--- src/rtl/lutcell_pkg.sv ---
package lutcell_pkg;
  typedef enum logic [1:0] {
    MODE_FIXED = 2'b00,
    MODE_MEM   = 2'b01,
    MODE_SHIFT = 2'b10,
    MODE_RSVD  = 2'b11
  } cell_mode_e;
endpackage

--- src/rtl/lutcell_wr_dec.sv ---
module lutcell_wr_dec #(
  parameter int ADDR_W = 4,
  localparam int DEPTH = 1 << ADDR_W
) (
  input  logic              enable,
  input  logic [ADDR_W-1:0] addr,
  output logic [DEPTH-1:0]  mask
);
  for (genvar i = 0; i < DEPTH; i++) begin : g_line
    assign mask[i] = enable && (addr == ADDR_W'(i));
  end
endmodule

--- src/rtl/lutcell_store.sv ---
module lutcell_store #(
  parameter int DEPTH = 16
) (
  input  logic             clk,
  input  logic             rst_n,
  input  logic             load,
  input  logic [DEPTH-1:0] load_word,
  input  logic [DEPTH-1:0] wr_mask,
  input  logic             wr_bit,
  input  logic             shift_act,
  input  logic             shift_bit,
  output logic [DEPTH-1:0] cells
);
  logic [DEPTH-1:0] nxt;

  for (genvar i = 0; i < DEPTH; i++) begin : g_bit
    logic chain_src;
    if (i == 0) begin : g_head
      assign chain_src = shift_bit;
    end else begin : g_body
      assign chain_src = cells[i-1];
    end
    always_comb begin
      if (load)            nxt[i] = load_word[i];
      else if (wr_mask[i]) nxt[i] = wr_bit;
      else if (shift_act)  nxt[i] = chain_src;
      else                 nxt[i] = cells[i];
    end
  end

  always_ff @(posedge clk or negedge rst_n) begin
    if (!rst_n) cells <= '0;
    else        cells <= nxt;
  end
endmodule

--- src/rtl/lutcell_rd_mux.sv ---
module lutcell_rd_mux #(
  parameter int ADDR_W = 4,
  localparam int DEPTH = 1 << ADDR_W,
  localparam int NODES = 2 * DEPTH - 1
) (
  input  logic [DEPTH-1:0]  cells,
  input  logic [ADDR_W-1:0] sel,
  output logic              bit_out
);
  logic [NODES-1:0] node;

  for (genvar i = 0; i < DEPTH; i++) begin : g_leaf
    assign node[DEPTH-1+i] = cells[i];
  end
  for (genvar d = 0; d < ADDR_W; d++) begin : g_lvl
    for (genvar j = 0; j < (1 << d); j++) begin : g_node
      localparam int K = (1 << d) - 1 + j;
      assign node[K] = sel[ADDR_W-1-d] ? node[2*K+2] : node[2*K+1];
    end
  end
  assign bit_out = node[0];
endmodule

--- src/rtl/lutcell_top.sv ---
module lutcell_top #(
  parameter int ADDR_W = 4,
  localparam int DEPTH = 1 << ADDR_W
) (
  input  logic              clk,
  input  logic              rst_n,
  input  logic [1:0]        mode,
  input  logic [ADDR_W-1:0] sel,
  input  logic              wr_en,
  input  logic              wr_bit,
  input  logic              sh_en,
  input  logic              sh_in,
  input  logic              cfg_load,
  input  logic [DEPTH-1:0]  cfg_data,
  output logic              dout,
  output logic              cascade_out
);
  import lutcell_pkg::*;

  cell_mode_e       mode_e;
  logic             mem_wr;
  logic             shift_act;
  logic [DEPTH-1:0] wr_mask;
  logic [DEPTH-1:0] cells;

  assign mode_e    = cell_mode_e'(mode);
  assign mem_wr    = (mode_e == MODE_MEM) && wr_en;
  assign shift_act = (mode_e == MODE_SHIFT) && sh_en;

  lutcell_wr_dec #(.ADDR_W(ADDR_W)) dec_i (
    .enable (mem_wr),
    .addr   (sel),
    .mask   (wr_mask)
  );

  lutcell_store #(.DEPTH(DEPTH)) store_i (
    .clk       (clk),
    .rst_n     (rst_n),
    .load      (cfg_load),
    .load_word (cfg_data),
    .wr_mask   (wr_mask),
    .wr_bit    (wr_bit),
    .shift_act (shift_act),
    .shift_bit (sh_in),
    .cells     (cells)
  );

  lutcell_rd_mux #(.ADDR_W(ADDR_W)) mux_i (
    .cells   (cells),
    .sel     (sel),
    .bit_out (dout)
  );

  assign cascade_out = cells[DEPTH-1];
endmodule

--- config.mk ---
export PLATFORM = sky130hd
export DESIGN_NAME = lutcell_top
export DESIGN_NICKNAME = d
export VERILOG_FILES = /design/src/rtl/lutcell_pkg.sv /design/src/rtl/lutcell_wr_dec.sv /design/src/rtl/lutcell_store.sv /design/src/rtl/lutcell_rd_mux.sv /design/src/rtl/lutcell_top.sv
export SDC_FILE = /design/constraint.sdc
export NUM_CORES = 1
export LEC_CHECK = 0
export CAP_MARGIN = 20
export CORE_UTILIZATION = 55
export CTS_CLUSTER_SIZE = 20
export DETAILED_ROUTE_END_ITERATION = 8
export DONT_BUFFER_PORTS = 1
export PLACE_DENSITY = 0.83
export SLEW_MARGIN = 20
export SYNTH_ARGS = -nofsm -noshare
export SYNTH_HDL_FRONTEND = slang
export SYNTH_HIERARCHICAL = 1
export SYNTH_SLANG_ARGS = --single-unit
--- constraint.sdc ---
create_clock -name clk -period 1.25 [get_ports clk]
set_clock_uncertainty 0.2 [all_clocks]
set_input_delay 0.125 -clock clk [delete_from_list [all_inputs] [get_ports clk]]
set_output_delay 0.125 -clock clk [all_outputs]
set_load 0.01 [all_outputs]
==> flow_summary.ini <==
[run_status]
outcome = complete, but fails checks
violations = hold timing, setup timing

[yosys]
syn_area_um2 = 1240
synth_cell_types = 19
ys_seq_area_frac = 0.322
synth_cells = 118
ys.warnings.count = 6
avgSynthCellArea_um2 = 10.5
synth_fp_nets = 147
synth-seq-cells = 16

[worst_setup_path]
crit_path_max_fanout = 2
critical_path.max_stage_delay_ps = 500
required_ps = 930
worst_setup_path_start_kind = flip-flop
end_kind = primary output
cpMostUsedCell = mux2i_1
r2r_slack_ps = -240
reg2reg_from = store_i/cells[11]$_DFFE_PN0P_
cp_slowest_cell = mux4_2
critPathKind = flip-flop to primary output
r2r_cells = 5
critPathArrivalTime_ps = 1470
rr_endpoint = store_i/cells[11]$_DFFE_PN0P_
crit_chain = mux4_2 -> mux2i_1 -> mux2i_1

[worst_hold_path]
hold_depth = 3
hold_end = store_i/cells[4]$_DFFE_PN0P_
hp-class = input pin to flip-flop
worstHoldStart = sel[1]

[clock_network]
htreeDepth = 1
clk_latency_ps = 290
cts_buffers = 3
max-clock-path-buffers = 2
cts_sinks = 16
cts.hold.buffers_added = 20
cts_tree = built
cts.reportedPaths.clkPinSlew_ps = 100
cts_root_buf = clkbuf_4

[layout]
reg_top3 = store_i/cells: 16 flops
regMostFlops = store_i/cells
fin_nets = 183
num_antenna_cells = 0
fin_cells = 180
final_area_um2 = 1640
drive_gt1_frac = 0.281
largest_reg_flops = 16
syn2layout_area_growth_pct = 32.3
final_core_util = 0.805

[sta]
rsz0062_at_grt = yes
period_share = 1.44
max_freq_mhz = 556
maxSlewHeadroom = 0.342
setup_viol = 17
setup_ws_ps = -549
holdWs_ps = -68.2
worstMarginPinSlew_ps = 986
fin_crit_ps = 1800
drv_slew = 0
finalHoldViolations = 4

[global_routing]
grt_pass1_vias = 1081
grt_max_degree = 33
grt_pass1_wl_mm = 4.94
grt-ovfl-total = 0
grtUsageTotal = 0.272
antenna_found_initial = 0

[route]
drt_iter0_drc = 27
drc = 0
vias_per_cell = 5.78
wl_mm = 3.07
num_vias = 1040
dr.pass1.iters = 4
wl_per_cell_um = 17.1
route.antenna.remaining_nets = 0

[die]
io_pins = 31
initial_utilization = 0.608
placeableCoreArea_um2 = 2040
die-width_um = 49.5
die_y_um = 49.5
placementRows = 16
dieArea_um2 = 2450

[power_and_ir_drop]
leakage_nw = 0.700
p_per_area_nw_per_um2 = 864
ir_drop_mv = 0.788

[placed_design]
dpl.hpwl_mm = 1.94
place_inst = 151
port_buffers = 0
place.gp.congestion = 0.821
place_area_um2 = 1330

[job]
cap_violations = 0
## cell usage in the layout (no fill, tap or decap)
cell and count:
clkbuf_4 3, dlymetal6s2s_1 1, nor2_1 12, buf_12 1, dlygate4sd3_1 17, nand3_1 1, nor3_1 3, and3b_2 1
nor3_4 1, dlymetal6s4s_1 2, nand3b_1 2, mux2i_1 19, mux2_4 11, mux2_2 5, nand2b_1 2, buf_6 10
clkbuf_8 1, dfrtp_1 16, o21ai_1 16, nand2_1 17, or3b_4 1, buf_4 6, and3b_1 1, mux4_1 1
mux4_2 3
## stage by stage
stage	hold slack, ps	setup slack, ps	total power [mW]	setup TNS (ps)
2_1_floorplan	-371	-221	0.851	-2300
3_3_place_gp	-370	-254	0.915	-2890
3_5_place_dp	-370	-310	0.935	-3440
4_1_cts	-108	-553	1.40	-5360
5_1_grt	-44.4	-620	1.49	-3310
6_report	-68.2	-549	1.42	-2430
## critical path, delay by kind of cell, from the launching register on
| kind | cells | cell delay (ps) |
|---|---|---|
| muxes | 3 | 770 |
| DFF | 1 | 400 |
## how the worst max path moves through the flow
stage / from / end / slack, ps / depth (start not counted)
floorplan: mode[1] / store_i/cells[0]$_DFFE_PN0P_ / -220 / 5
finish: store_i/cells[11]$_DFFE_PN0P_ / dout / -550 / 3
global route: store_i/cells[11]$_DFFE_PN0P_ / dout / -620 / 3
detailed placement: mode[1] / store_i/cells[2]$_DFFE_PN0P_ / -310 / 5
global placement: mode[1] / store_i/cells[0]$_DFFE_PN0P_ / -250 / 5
CTS: store_i/cells[11]$_DFFE_PN0P_ / dout / -550 / 3
## area by class of cell
class                           count  area [um2]
Tap cell                           27        33.8
Timing Repair Buffer               37         385
Multi-Input combinational cell     96         788
Sequential cell                    16         400
Fill cell                         122         398
Clock buffer                        4        36.3
## cell usage after synthesis
library cell / count / area share
mux2_4: 10 / 0.12
or3b_4: 1 / 0.0091
nand3_1: 1 / 0.0040
mux4_1: 4 / 0.085
and3b_1: 2 / 0.014
nand3b_1: 2 / 0.012
o21ai_1: 10 / 0.040
nand2_1: 17 / 0.051
dfrtp_1: 16 / 0.32
mux2i_1: 19 / 0.15
o21ai_0: 6 / 0.024
buf_6: 2 / 0.018
nor2_1: 12 / 0.036
mux2_2: 6 / 0.054
buf_12: 1 / 0.016
nand2b_1: 2 / 0.010
nor3_1: 3 / 0.012
nor3_2: 1 / 0.0081
clkbuf_1: 3 / 0.0091
## routing by layer
layer / share of wire / global-route usage
met5: 0 / 0
met4: 0.0088 / 0.114
met3: 0.041 / 0.0247
met2: 0.51 / 0.466
met1: 0.44 / 0.349
## cells by family (layout without fill, tap and decap cells)
kind of cell / Yosys count / count (layout) / share of synthesized area
buffers and inverters: 6 / 41 / 0.0433
muxes: 39 / 39 / 0.413
AOI/OAI and AO/OA: 16 / 16 / 0.0645
and+or+nand+nor: 41 / 41 / 0.157
DFF: 16 / 16 / 0.322
## power by group
group / internal (mW) / leakage, nW / switching [mW] / total (mW)
clock: 0.178 / 0.0210 / 0.174 / 0.352
sequential: 0.569 / 0.195 / 0.0347 / 0.604
combinational: 0.288 / 0.484 / 0.177 / 0.465
total: 1.03 / 0.700 / 0.386 / 1.42
## timing repair
action | CTS | global route
endpoints found under the setup margin | 13 | 18
setup buffers | 6 | 6
hold endpoints to repair | 32 | 4
resized for setup | 13 | 12
cloned | 0 | 0
pin swaps | 3 | 2
Power figures use the tool's default switching activity.
